--- src/rtl/regbank_pkg.sv ---
package regbank_pkg;
  localparam int DATA_W  = 8;
  localparam int LOCAL_W = 3;
  localparam int SLOTS   = 1 << LOCAL_W;

  // slot offsets; priority of the read mux follows offset order
  localparam int OFF_STATUS = 0;
  localparam int OFF_CTRL   = 1;
  localparam int OFF_MODE   = 2;
  localparam int OFF_SOFT   = 3;
  localparam int OFF_RX     = 4;
  localparam int OFF_TX     = 5;

  // which slots exist, and which of them accept writes
  localparam logic [SLOTS-1:0] MAPPED   = 8'b0011_1111;
  localparam logic [SLOTS-1:0] WRITABLE = 8'b0010_1110;

  typedef struct packed {
    logic [SLOTS-1:0] rdSel;
    logic [SLOTS-1:0] wrSel;
  } selStrobes_t;
endpackage

--- src/rtl/regbank_ctrl.sv ---
module regbank_ctrl
  import regbank_pkg::*;
#(
  parameter int              ADDR_W      = 16,
  parameter logic [ADDR_W-1:0] BASE_ADDR = 16'h0040,
  parameter bit              USE_MEM_REQ = 1'b1
) (
  input  logic              clk,
  input  logic              rst,
  input  logic [ADDR_W-1:0] addr,
  input  logic              rdN,
  input  logic              wrN,
  input  logic              memReqN,
  input  logic              ioReqN,
  input  logic              intForce,
  output selStrobes_t       sel
);
  localparam int TAG_W = ADDR_W - LOCAL_W;
  localparam logic [TAG_W-1:0] BLOCK_TAG = BASE_ADDR[ADDR_W-1:LOCAL_W];

  logic reqActive;
  logic blockSel;
  logic [LOCAL_W-1:0] slotAddr;

  assign reqActive = USE_MEM_REQ ? !memReqN : !ioReqN;
  assign blockSel  = (addr[ADDR_W-1:LOCAL_W] == BLOCK_TAG) && reqActive;
  assign slotAddr  = addr[LOCAL_W-1:0];

  for (genvar i = 0; i < SLOTS; i++) begin : g_slot
    if (MAPPED[i]) begin : g_map
      logic hit;
      assign hit = blockSel && (slotAddr == LOCAL_W'(i));
      if (i == OFF_STATUS) begin : g_int
        assign sel.rdSel[i] = intForce || (hit && !rdN);
      end else begin : g_noint
        assign sel.rdSel[i] = hit && !rdN;
      end
      if (WRITABLE[i]) begin : g_wr
        assign sel.wrSel[i] = hit && !wrN;
      end else begin : g_nowr
        assign sel.wrSel[i] = 1'b0;
      end
    end else begin : g_unmap
      assign sel.rdSel[i] = 1'b0;
      assign sel.wrSel[i] = 1'b0;
    end
  end


  no_sel_outside_block_chk: assert property (@(posedge clk) disable iff (rst)
    (addr[ADDR_W-1:LOCAL_W] != BLOCK_TAG) |-> (sel.wrSel == '0));

  rd_sel_needs_strobe_chk: assert property (@(posedge clk) disable iff (rst)
    (sel.rdSel != '0) |-> (!rdN || intForce));

  one_write_target_chk: assert property (@(posedge clk) disable iff (rst)
    $onehot0(sel.wrSel));
endmodule

--- src/rtl/regbank_dp.sv ---
module regbank_dp
  import regbank_pkg::*;
#(
  parameter logic [DATA_W-1:0] CTRL_DEFAULT = 8'hA5,
  parameter logic [DATA_W-1:0] MODE_DEFAULT = 8'h03,
  parameter logic [DATA_W-1:0] SOFT_DEFAULT = 8'h00
) (
  input  logic              clk,
  input  logic              rst,
  input  selStrobes_t       sel,
  input  logic [DATA_W-1:0] wrData,
  input  logic [DATA_W-1:0] statusIn,
  input  logic [DATA_W-1:0] rxData,
  input  logic [DATA_W-1:0] softClr,
  output logic [DATA_W-1:0] rdData,
  output logic              dataOe,
  output logic [DATA_W-1:0] cfgCtrl,
  output logic [DATA_W-1:0] cfgMode,
  output logic [DATA_W-1:0] softFlags,
  output logic [DATA_W-1:0] txData,
  output logic              rxPop,
  output logic              txPush
);
  logic [DATA_W-1:0] slotVal [SLOTS];

  always_ff @(posedge clk) begin
    if (rst) begin
      cfgCtrl <= CTRL_DEFAULT;
      cfgMode <= MODE_DEFAULT;
      txData  <= '0;
    end else begin
      if (sel.wrSel[OFF_CTRL]) cfgCtrl <= wrData;
      if (sel.wrSel[OFF_MODE]) cfgMode <= wrData;
      if (sel.wrSel[OFF_TX])   txData  <= wrData;
    end
  end

  always_ff @(posedge clk) begin
    if (rst) softFlags <= SOFT_DEFAULT;
    else     softFlags <= (({DATA_W{sel.wrSel[OFF_SOFT]}} & wrData) | softFlags) & ~softClr;
  end

  always_ff @(posedge clk) begin
    if (rst) begin
      rxPop  <= 1'b0;
      txPush <= 1'b0;
    end else begin
      rxPop  <= sel.rdSel[OFF_RX];
      txPush <= sel.wrSel[OFF_TX];
    end
  end

  always_comb begin
    for (int i = 0; i < SLOTS; i++) slotVal[i] = '0;
    slotVal[OFF_STATUS] = statusIn;
    slotVal[OFF_CTRL]   = cfgCtrl;
    slotVal[OFF_MODE]   = cfgMode;
    slotVal[OFF_SOFT]   = softFlags;
    slotVal[OFF_RX]     = rxData;
    slotVal[OFF_TX]     = txData;
  end

  // lowest active offset wins
  always_comb begin
    rdData = 'x;
    for (int i = SLOTS - 1; i >= 0; i--)
      if (sel.rdSel[i]) rdData = slotVal[i];
  end

  assign dataOe = |sel.rdSel;


  rx_pop_follows_read_chk: assert property (@(posedge clk) disable iff (rst)
    sel.rdSel[OFF_RX] |=> rxPop);

  rx_pop_single_chk: assert property (@(posedge clk) disable iff (rst)
    !sel.rdSel[OFF_RX] |=> !rxPop);

  tx_push_follows_write_chk: assert property (@(posedge clk) disable iff (rst)
    sel.wrSel[OFF_TX] |=> (txPush && txData == $past(wrData)));

  soft_clear_wins_chk: assert property (@(posedge clk) disable iff (rst)
    (softClr != '0) |=> ((softFlags & $past(softClr)) == '0));

  ctrl_holds_chk: assert property (@(posedge clk) disable iff (rst)
    !sel.wrSel[OFF_CTRL] |=> $stable(cfgCtrl));
endmodule

--- src/rtl/regbank.sv ---
module regbank
  import regbank_pkg::*;
#(
  parameter int                ADDR_W       = 16,
  parameter logic [ADDR_W-1:0] BASE_ADDR    = 16'h0040,
  parameter bit                USE_MEM_REQ  = 1'b1,
  parameter logic [7:0]        CTRL_DEFAULT = 8'hA5,
  parameter logic [7:0]        MODE_DEFAULT = 8'h03,
  parameter logic [7:0]        SOFT_DEFAULT = 8'h00
) (
  input  logic              clk,
  input  logic              rst,
  input  logic [ADDR_W-1:0] addr,
  input  logic [7:0]        wrData,
  output logic [7:0]        rdData,
  output logic              dataOe,
  input  logic              rdN,
  input  logic              wrN,
  input  logic              memReqN,
  input  logic              ioReqN,
  input  logic              intForce,
  input  logic [7:0]        statusIn,
  input  logic [7:0]        rxData,
  output logic              rxPop,
  output logic [7:0]        cfgCtrl,
  output logic [7:0]        cfgMode,
  output logic [7:0]        softFlags,
  input  logic [7:0]        softClr,
  output logic [7:0]        txData,
  output logic              txPush
);
  selStrobes_t sel;

  regbank_ctrl #(
    .ADDR_W(ADDR_W), .BASE_ADDR(BASE_ADDR), .USE_MEM_REQ(USE_MEM_REQ)
  ) u_ctrl (
    .clk(clk), .rst(rst), .addr(addr), .rdN(rdN), .wrN(wrN),
    .memReqN(memReqN), .ioReqN(ioReqN), .intForce(intForce), .sel(sel)
  );

  regbank_dp #(
    .CTRL_DEFAULT(CTRL_DEFAULT), .MODE_DEFAULT(MODE_DEFAULT), .SOFT_DEFAULT(SOFT_DEFAULT)
  ) u_dp (
    .clk(clk), .rst(rst), .sel(sel), .wrData(wrData), .statusIn(statusIn),
    .rxData(rxData), .softClr(softClr), .rdData(rdData), .dataOe(dataOe),
    .cfgCtrl(cfgCtrl), .cfgMode(cfgMode), .softFlags(softFlags), .txData(txData),
    .rxPop(rxPop), .txPush(txPush)
  );
endmodule

--- config.mk ---
export PLATFORM = sky130hd
export DESIGN_NAME = regbank
export DESIGN_NICKNAME = d
export VERILOG_FILES = /design/src/rtl/regbank_pkg.sv /design/src/rtl/regbank_ctrl.sv /design/src/rtl/regbank_dp.sv /design/src/rtl/regbank.sv
export SDC_FILE = /design/constraint.sdc
export NUM_CORES = 1
export LEC_CHECK = 0
export BUFFER_PORTS_ARGS = -buffer_cell sky130_fd_sc_hd__buf_2
export CAP_MARGIN = 10
export CORE_UTILIZATION = 40
export DETAILED_ROUTE_END_ITERATION = 6
export PLACE_DENSITY_LB_ADDON = 0.3
export SKIP_CTS_REPAIR_TIMING = 1
export SYNTH_ARGS = -nofsm -noshare
export SYNTH_HDL_FRONTEND = slang
export SYNTH_SLANG_ARGS = --single-unit
--- constraint.sdc ---
create_clock -name clk -period 6.1 [get_ports clk]
set_input_delay 1.22 -clock clk [delete_from_list [all_inputs] [get_ports clk]]
set_output_delay 1.22 -clock clk [all_outputs]
set_load 0.01 [all_outputs]
* After elaboration in Yosys (flattened, before gate mapping)
Cells that the tools add are included. Widths: inputs -> output; s select.
Operators by class: eq/ne operators 6, multiplexer cells 6, bitwise logic cells 4, reductions and logical operators 23
Operators with widths (count):
- $mux 8 | 6
- $logic_and 1x1->1 | 17
- $and 8x8->8 | 2
- $eq 13x4->1 const B | 1
- $not 8->8 | 1
- $or 8x8->8 | 1
- $eq 3x2->1 const B | 2
- $eq 3x3->1 const B | 2
- $reduce_or 6->1 | 1
- $eq 3x1->1 const B | 1
- $logic_not 1->1 | 3
- $logic_not 3->1 | 1
- $logic_or 1x1->1 | 1
Word-level totals: register bits 34, input port bits 55, output and inout bits 43, logic and storage cells 45

* Logic depth before layout (Yosys ltp)
Gate-level depths: netlist of the first run.
word-level depth 10, mapped depth 7, depth with buffers taken out 5

* Hierarchy
Synthesis of the first run repeated with hierarchy kept, for this count alone.
Unflattened totals: cell total of the unflattened synthesis 206, area, all modules 1816.7 um^2
By module, submodules not included:
- regbank_dp | times used 1, cells each 174, area each 1595.3 um^2, sequential area each 680.7 um^2
- regbank_ctrl | times used 1, cells each 32, area each 221.5 um^2, sequential area each 0.0 um^2

* Least setup slack after synthesis of the first run
No wires, ideal clock.
path kind input to output, start point in addr[11], end point out rdData[0], arrival time 2546 ps, required time 4880 ps, slack 2334 ps, cell stages on the path 6, buffers on the path 1, path through nor4_4 > and4_2 > buf_6 > a32oi_1 > a22o_1 > a21boi_1
On the way: cells in the longest elaborated chain, start to end 9, elaborated cells between the ends (all ways) 18, classes of those cells eq/ne (1); mux (5); reduce/logical (12)
RTL lines:
- start: declaration | RTL line regbank.sv:13 | input logic [ADDR_W-1:0] addr,
- $eq 13x4->1 (*) | RTL line regbank_ctrl.sv:26 | assign blockSel = (addr[ADDR_W-1:LOCAL_W] == BLOCK_TAG) && reqActive;
- $logic_and 1x1->1 (*) | RTL line regbank_ctrl.sv:26
- $logic_and 1x1->1 | RTL line regbank_ctrl.sv:32 | assign hit = blockSel && (slotAddr == LOCAL_W'(i));
- $logic_and 1x1->1 | RTL line regbank_ctrl.sv:36 | assign sel.rdSel[i] = hit && !rdN;
- $mux 8 (4 in series) | RTL line regbank_dp.sv:67 | if (sel.rdSel[i]) rdData = slotVal[i];
- $mux 8 (*) | RTL line regbank_dp.sv:67
- end: declaration | RTL line regbank.sv:15 | output logic [7:0] rdData,
Every way passes the cells marked *; elsewhere a longest branch is shown, timed or not.

* Final worst setup path of the first run
start point in addr[11], end point out rdData[2]
The elaborated chain is that of the path after synthesis.

==> results.md, run 1 <==
- Hold WC Path Type: reg -> reg
- Mapped Area: just under 0.002 mm²
- Wire per inst: approximately 16 µm
- Reg-to-reg slack, setup: 5.27 ns
- Core ar.: 0.00472 mm²
- Final Hold Viols: 0
- CTS root buf: clkbuf_8
- DRT Pass-1 Iters: 4
- Worst EP required: about 5 ns
- Syn-to-layout area delta: 30.1%
- Cell variety after synth: 46
- Fmax: around 0.22 GHz
- Fin Setup TNS: 0 ns
- Htree depth: 2
- CTS tree: built
- Yosys top cell by area: dfxtp_1
- First-pass GRT wire length: 9080 µm
- Number of synthesized flops with an enable pin: 0
- Worst Hold End: u_dp.cfgMode[0]
- Synthesis-stage register bit count: 34
- Iter 0 DRT Violations: around 140
- Pre-CTS setup slack: 1.66 ns
- Most frequent CP cell: buf_2
- Largest net degree at the start of global routing: 35
- Initial core utilization: 0.417
- HP Start: u_dp.cfgMode[0]
- Reg-to-Reg End: u_dp.cfgCtrl[2]
- Vias: roughly 2100
- Synth Instances: 222
- Register area share after synthesis: 0.345
- Final setup violating endpoints: 0
- RSZ-0062 raised after global routing: no
- Overflow after GRT: 0
- Sink Count: 34
- GR Util All Layers: 0.229
- Final-stage net count: roughly 360
- Critical path data arrival time: around 3.3 ns
- Die Ht: just over 70 µm
- Placed cells: about 370
- Die area: around 0.0052 mm²
- Post-synth top area share: 0.345
- Maximum clock path buffer count: 2
- Top_reg_cell synth: dfxtp_1
- Crit start category: input port
- MaxCap Viol Count: 0
- Leak Pwr: ~1.1 nW
- Initial antenna violation count: 0
- Setup crit start: addr[11]
- Max-slew violation count: 0
- Vias in the first global route: about 1800
- Worst skew pair latency: between 0.2 and 0.3 ns
- # port buffers: 96
- Hpwl dp: 4150 µm
- Share of layout cells above drive strength 1: 0.369
- CP endpoint kind: output pin
- Slowest cell delay on critical path: between 0.6 and 0.7 ns
- Util after Layout: 0.543
- Routability Congestion: just over 0.8
- DRT Wirelength: around 6000 µm
- Drt drc: 0
- Clock Skews: 0 ns
- Hold depth: 1
- Vias/cell: about 5.5
- Rows: 25
- Io pins: 98
- Chip width: a little over 70 µm
- Final Cycle Share: 0.734
- Reg clk slew, reported paths: roughly 0.070 ns
- Fin crit period: around 4.5 ns
- Fin cells: roughly 380
- ANT cells: 0
- Most frequent cell after synthesis: dfxtp_1
- Worst rel slew slack: 0.483
- Worst R2R Path Depth: 2
- Crit-path cells: buf_2, nor4_4, nand4_1, o31ai_2, a21oi_1, a21boi_1, buf_2
- Power per cell area: between 150 and 200 mW/mm²
- Final ANT Viol Nets: 0
- Worst slew pin tran: 0.771 ns
- Worst path slowest cell: o31ai_2
- YS warnings: 0
- Async S/R FF share, synth: 0
- Critical path type: in -> out
- Status: completed
- Average cell area after synthesis: roughly 8.9 µm²
- Setup ws final: ~1.6 ns
- Commonest cells post-synth: dfxtp_1, nor2_1, mux2i_1
- Maximum vdd ir drop: about 0.12 mV
- Syn Nets: ~280
- Worst R2R Start: u_dp.cfgCtrl[2]
- CP Max Fanout: 7
- Top cells by area, synth: dfxtp_1, mux2i_1, nor2_1
- Inserted Clock Buffers: 5
-- area by class of cell --
cell class                      count  area (µm²)
Tap cell                           67        83.8
Multi-Input combinational cell    168        1190
Fill cell                         465        2160
Inverter                            4        15.0
Timing Repair Buffer               96         480
Clock inverter                      1        30.0
Clock buffer                        6        82.6
Sequential cell                    34         681
-- cell families after synthesis --
logic type | after synthesis | synth area share
simple gates | 80 | 0.262
compound gates | 70 | 0.251
flops | 34 | 0.345
buf+inv | 20 | 0.0501
mux | 18 | 0.0914
-- routing by layer --
metal	routed length, µm	up-vias	GRT usage
met5	0	-	0
li1	-	1007	-
met1	2630	960	0.300
met2	2740	91	0.377
met4	87	0	0.0697
met3	518	10	0.0486
-- cell usage in the layout (no fill, tap or decap), drive strengths merged, types with 2 or more instances in the layout --
cell     Yosys  layout
nand4        2       2
o21ai        9       9
nor3        11      11
a2bb2oi      5       5
nand2       10      10
dfxtp       34      34
and4         3       3
nor3b        2       2
inv          3       3
nand3        2       2
o22ai        7       7
a21boi       6       6
a32oi        6       6
buf          7      96
a21oi       10      10
o2bb2ai      2       2
a211o        6       6
nand2b       8       8
a22o         5       5
clkbuf       9       6
a31oi        9       9
mux2i       18      18
a21o         3       3
nor4b        2       2
nor2b        6       6
nor4         3       3
nor2        25      25
-- per-stage QoR --
step / hold WS (ns) / power [mW] / instance area (µm²)
2_1_floorplan: 0.529 / 0.255 / 1970
3_3_place_gp: 0.472 / 0.286 / 2450
3_5_place_dp: 0.494 / 0.287 / 2450
4_1_cts: 0.509 / 0.499 / 2560
5_1_grt: 0.540 / 0.516 / 2560
6_report: 0.515 / 0.493 / 2560
-- flip-flops by register name, indices dropped and copies added (netlist names) --
signal,cells
u_dp.rxPop,1
u_dp.txData,8
u_dp.cfgMode,8
u_dp.cfgCtrl,8
u_dp.txPush,1
u_dp.softFlags,8
-- critical path, delay by kind of cell --
family / cells / cell delay [ns]
AOI/OAI and AO/OA: 3 / 0.93
and+or+nand+nor: 2 / 0.83
buffers and inverters: 2 / 0.28
-- power breakdown --
group,switching [mW],leakage [nW],internal [mW]
sequential,0.000000684,0.274,0.222
clock,0.0803,0.0573,0.131
combinational,0.0349,0.807,0.0255
-- how the worst max path moves through the flow --
| stage | slack [ns] | to | cells past startpoint |
|---|---|---|---|
| finish | 1.62 | rdData[2] | 7 |
| global route | 1.55 | rdData[2] | 7 |
| CTS | 1.67 | rdData[2] | 7 |
| detailed placement | 1.66 | rdData[2] | 7 |
| global placement | 1.72 | rdData[2] | 7 |
| floorplan | 2.33 | rdData[0] | 6 |
Power figures use the tool's default switching activity.
==> run 2: changes to the inputs <==
--- a/config.mk
+++ b/config.mk
@@ -5,6 +5,7 @@
 export SDC_FILE = /design/constraint.sdc
 export NUM_CORES = 1
 export LEC_CHECK = 0
+export ABC_AREA = 1
 export BUFFER_PORTS_ARGS = -buffer_cell sky130_fd_sc_hd__buf_2
 export CAP_MARGIN = 10
 export CORE_UTILIZATION = 40
==> constraint.sdc (replaced) <==
create_clock -name clk -period 4.4 [get_ports clk]
set_input_delay 0.88 -clock clk [delete_from_list [all_inputs] [get_ports clk]]
set_output_delay 0.88 -clock clk [all_outputs]
set_load 0.01 [all_outputs]
==> results.md, run 2 <==
- Status: completed
- Top cells by area, synth: dfxtp_1, nand2_1, nor2_1
- Yosys top cell by area: dfxtp_1
- Switch share: 0.257
- Clock Power Share: 0.384
- Worst rel slew slack: 0.565
- Reg-to-Reg End: u_dp.cfgCtrl[1]
- Most frequent cell after synthesis: nand2_1
- Number of synthesized flops with an enable pin: 0
- Fin Setup TNS: 0 ns
- Hpwl dp: roughly 4800 µm
- Vias in the first global route: between 2000 and 2500
- Fmax: 0.288 GHz
- Worst R2R Start: u_dp.cfgCtrl[1]
- Final Hold Viols: 0
- HP Start: u_dp.txData[1]
- GR Util All Layers: 0.230
- Power Total: around 0.62 mW
- Reg-to-reg slack, setup: approximately 3.7 ns
- Async S/R FF share, synth: 0
- Critical path data arrival time: 2.59 ns
- ANT cells: 0
- Seq pwr share: 0.493
- Maximum clock path buffer count: 2
- Routability Congestion: 0.926
- Initial antenna violation count: 0
- Final ANT Viol Nets: 0
- Worst slew pin tran: ~0.65 ns
- Rows: 26
- CP endpoint kind: output pin
- DRT Pass-1 Iters: 4
- Register area share after synthesis: 0.322
- Vias/cell: roughly 4.8
- Initial core utilization: 0.413
- YS warnings: 0
- RSZ-0062 raised after global routing: no
- Leak Pwr: between 1 and 1.5 nW
- Worst path slowest cell: inv_1
- Sink Count: 34
- Syn-to-layout area delta: 27.9%
- CTS root buf: clkbuf_8
- Logic pwr share: 0.123
- Power per cell area: about 230 mW/mm²
- Top_reg_cell synth: dfxtp_1
- Max-slew violation count: 0
- Setup crit start: rdN
- Iter 0 DRT Violations: 89
- Die Ht: around 75 µm
- Clock Skews: 0 ns
- Mapped Area: 0.00211 mm²
- Util after Layout: 0.529
- Post-synth top area share: 0.322
- Cell variety after synth: 32
- Final-stage net count: roughly 470
- Worst R2R Path Depth: 2
- Synth Instances: around 320
- CP Max Fanout: 14
- First-pass GRT wire length: about 9600 µm
- Most frequent CP cell: nand2_1
- Average cell area after synthesis: about 6.6 µm²
- Share of layout cells above drive strength 1: 0.320
- Final Cycle Share: 0.790
- Worst setup path end: rdData[0]
- Commonest non-fill, non-tap cell in the layout: buf_2
- Crit-path cells: buf_2, inv_1, nand2_1, nor2_4, nand3_4, o21ai_1, nand2_1, nand2_1, nand2_1, nand2_1, nand2_1, buf_2
- Maximum vdd ir drop: between 0.15 and 0.2 mV
- Internal power: about 0.46 mW
- Final setup violating endpoints: 0
- Syn Nets: about 370
- Fin crit period: 3.47 ns
- Crit start category: input port
- # port buffers: between 90 and 100
- Core ar.: ~0.0051 mm²
- Largest net degree at the start of global routing: 25
- Htree depth: 2
- Die area: 0.00557 mm²
- DRT Wirelength: 6040 µm
- Slowest cell delay on critical path: ~0.29 ns
- Synthesis-stage register bit count: 34
- Drt drc: 0
- MaxCap Viol Count: 0
- Reg clk slew, reported paths: 0.06 ns
- Hold WC Path Type: reg -> reg
- Switching pwr: between 0.15 and 0.2 mW
- Most frequent cells in the layout: buf_2, nand2_1, nor2_1, inv_1, dfxtp_1
- Critical path type: in -> out
- Wire per inst: ~12 µm
- Io pins: 98
- Inserted Clock Buffers: 5
- CTS tree: built
- Overflow after GRT: 0
- Vias: between 2000 and 2500
- Worst skew pair latency: about 0.29 ns
- Commonest cells post-synth: nand2_1, nor2_1, inv_1, dfxtp_1, a21oi_1
- Chip width: approximately 75 µm
- Worst EP required: roughly 3.5 ns
-- run 2: cell types whose count changed after synthesis, sizes merged, moves of 7 or more --
cell / before / now
a21oi: 10 / 24
a31oi: 9 / 0
inv: 3 / 41
mux2i: 18 / 0
nand2: 10 / 79
nand2b: 8 / 0
nand3: 2 / 14
nor2: 25 / 62
o21ai: 9 / 31
o22ai: 7 / 0
-- run 2: stage by stage --
step | cell area, µm² | instances | hold WS, ns | worst slack (ns)
6_report | 2700 | 485 | 0.469 | 0.925
2_1_floorplan | 2110 | 319 | 0.479 | 1.53
4_1_cts | 2700 | 485 | 0.470 | 0.946
3_5_place_dp | 2610 | 477 | 0.460 | 0.955
3_3_place_gp | 2610 | 477 | 0.456 | 0.994
5_1_grt | 2700 | 485 | 0.493 | 0.741
-- run 2: kinds of logic (layout without fill, tap and decap cells) --
kind of cell	Yosys count	in the layout	synth area share
flops	34	34	0.322
buf+inv	49	145	0.110
simple gates	176	176	0.413
compound gates	60	60	0.155
-- run 2: per-layer routing --
metal,GRT usage,part of all wire
met5,0,0
met4,0.0692,0.013
met3,0.0402,0.053
met2,0.377,0.47
met1,0.311,0.46
-- run 2: worst min path at each step --
stage / endpoint / slack, ns / depth (start not counted)
detailed placement: u_dp.txData[1] / 0.46 / 2
global placement: u_dp.txData[2] / 0.46 / 2
global route: u_dp.txData[0] / 0.49 / 2
finish: u_dp.txData[1] / 0.47 / 2
floorplan: u_dp.cfgMode[5] / 0.48 / 2
CTS: u_dp.txData[1] / 0.47 / 2
-- run 2: power by group through the flow --
| stage | Combinational [mW] | Sequential [mW] | Clock (mW) |
|---|---|---|---|
| final | 0.0765 | 0.308 | 0.240 |
| after global routing | 0.0849 | 0.307 | 0.259 |
| after CTS | 0.0759 | 0.308 | 0.244 |
| after detailed placement | 0.0756 | 0.315 | 0 |
| after global placement | 0.0746 | 0.315 | 0 |
| after floorplan | 0.0346 | 0.315 | 0 |
-- run 2: cell type report --
| cell class | instances | area (µm²) |
|---|---|---|
| sequential | 34 | 681 |
| multi-input combinational | 236 | 1200 |
| clock inverter | 1 | 5.00 |
| fill | 546 | 2410 |
| clock buffer | 7 | 86.3 |
| timing repair buffer | 96 | 480 |
| tap | 70 | 87.6 |
| inverter | 41 | 161 |
-- run 2: worst max-delay path, delay by kind of cell --
family / cells / cell delay, ns
AOI/OAI and AO/OA: 1 / 0.21
buffers and inverters: 3 / 0.56
and+or+nand+nor: 8 / 0.92
==> run 3: changes to the inputs <==
==> constraint.sdc (replaced) <==
create_clock -name clk -period 2.8 [get_ports clk]
set_input_delay 0.56 -clock clk [delete_from_list [all_inputs] [get_ports clk]]
set_output_delay 0.56 -clock clk [all_outputs]
set_load 0.01 [all_outputs]
==> results.md, run 3 (same netlist as run 2, synthesis figures left out) <==
- Routability Congestion: between 0.8 and 0.9
- Final Hold Viols: 0
- Leak Pwr: ~1.5 nW
- Met2 Use GR: 0.376
- Met3 Usage GRT: 0.0415
- Core ar.: 0.00511 mm²
- Final setup violating endpoints: 0
- Util after Layout: 0.537
- Htree depth: 2
- Maximum vdd ir drop: between 0.2 and 0.3 mV
- Final-layout fill cell count: roughly 540
- Reg clk slew, reported paths: about 0.07 ns
- Wire per inst: 12.3 µm
- MaxCap Viol Count: 0
- DRT Wirelength: between 5000 and 6000 µm
- Hold WC Path Type: in -> reg
- CP endpoint kind: output pin
- Reg-to-Reg End: u_dp.cfgCtrl[1]
- Clock Skews: 0 ns
- GRT busiest layer: met2
- Met1 Resource Use GR: 0.293
- Worst rel slew slack: 0.555
- Fin Setup TNS: 0 ns
- Worst EP required: about 2.2 ns
- Worst Hold End: u_dp.softFlags[4]
- CTS tree: built
- Maximum clock path buffer count: 2
- Final-stage net count: between 400 and 500
- Initial antenna violation count: 0
- Critical path data arrival time: 2.06 ns
- Die Ht: between 70 and 80 µm
- Hpwl dp: 4710 µm
- Max-slew violation count: 0
- Vias: 2335
- Fin crit period: approximately 2.6 ns
- RSZ-0062 raised after global routing: no
- Share of layout cells above drive strength 1: 0.326
- Reg-to-reg slack, setup: between 2 and 2.5 ns
- Crit start category: input port
- Vias/cell: 4.79
- Die area: about 0.0056 mm²
- Initial core utilization: 0.413
- Inserted Clock Buffers: 5
- Worst R2R Start: u_dp.cfgCtrl[1]
- Critical path type: in -> out
- CP Max Fanout: 13
- DRT Pass-1 Iters: 4
- Iter 0 DRT Violations: 80
- Crit-path cells: buf_2, or2_4, nor2_4, nand4_2, nor2_1, nor2_1, nand2_1, nand2_1, nand2_1, nand2_1, buf_2
- Most frequent CP cell: nand2_1
- Worst skew pair latency: ~0.29 ns
- Worst path slowest cell: nand4_2
- First-pass GRT wire length: 9450 µm
- Final ANT Viol Nets: 0
- Slowest cell delay on critical path: 0.32 ns
- Most frequent cells in the layout: buf_2, nand2_1, nor2_1, inv_1, dfxtp_1
- Overflow after GRT: 0
- Register area: between 600 and 700 µm²
- CTS root buf: clkbuf_8
- Drt drc: 0
- Sink Count: 34
- HP Start: softClr[4]
- Status: completed
- Commonest non-fill, non-tap cell in the layout: buf_2
- Worst slew pin tran: 0.667 ns
- Vias in the first global route: 2068
- Fmax: 0.382 GHz
- Hold depth: 2
- Multi-input gate area: around 0.0012 mm²
- Power per cell area: 376 mW/mm²
- Final Cycle Share: 0.936
- # port buffers: between 90 and 100
- Syn-to-layout area delta: 29.8%
- Chip width: roughly 75 µm
- GR Util All Layers: 0.223
- Largest net degree at the start of global routing: 25
- Io pins: slightly below 100
- ANT cells: 0
- Rows: 26
- Worst R2R Path Depth: 2
run 3: worst max path at each step:
stage / end / depth (start not counted) / from
floorplan: rdData[5] / 9 / addr[9]
global route: rdData[3] / 12 / addr[10]
detailed placement: rdData[0] / 11 / addr[9]
CTS: rdData[0] / 11 / addr[9]
finish: rdData[0] / 11 / addr[9]
global placement: rdData[0] / 11 / addr[9]
run 3: power breakdown:
group	total, mW	internal (mW)	switching, mW
Sequential	0.483	0.483	0.00000188
Combinational	0.123	0.0489	0.0736
Clock	0.426	0.248	0.177
Total	1.03	0.781	0.251
run 3: worst max-delay path: cells and delay by family:
kind	cells	cell delay [ns]
AND/OR/NAND/NOR	9	1.27
buffers and inverters	2	0.23
run 3: through the flow:
step	instances	hold WS (ns)	power, mW	area, µm²	setup slack [ns]
floorplan	319	0.479	0.549	2110	0.571
global placement	479	0.457	0.614	2620	0.197
detailed placement	479	0.458	0.615	2620	0.187
CTS	487	0.426	1.04	2730	0.173
global route	487	0.428	1.07	2740	0.0115
finish	487	0.427	1.03	2740	0.180
run 3: cell type report:
| type | count | share of cell area |
|---|---|---|
| Inverter | 41 | 0.0589 |
| Sequential cell | 34 | 0.248 |
| Clock buffer | 8 | 0.0402 |
| Timing Repair Buffer | 98 | 0.181 |
| Tap cell | 70 | 0.0320 |
| Multi-Input combinational cell | 236 | 0.440 |
run 3: metal layers:
layer / wire length (µm) / share of wire
met1: 2710 / 0.45
met2: 2820 / 0.47
met3: 410 / 0.069
met4: 47 / 0.0079
met5: 0 / 0
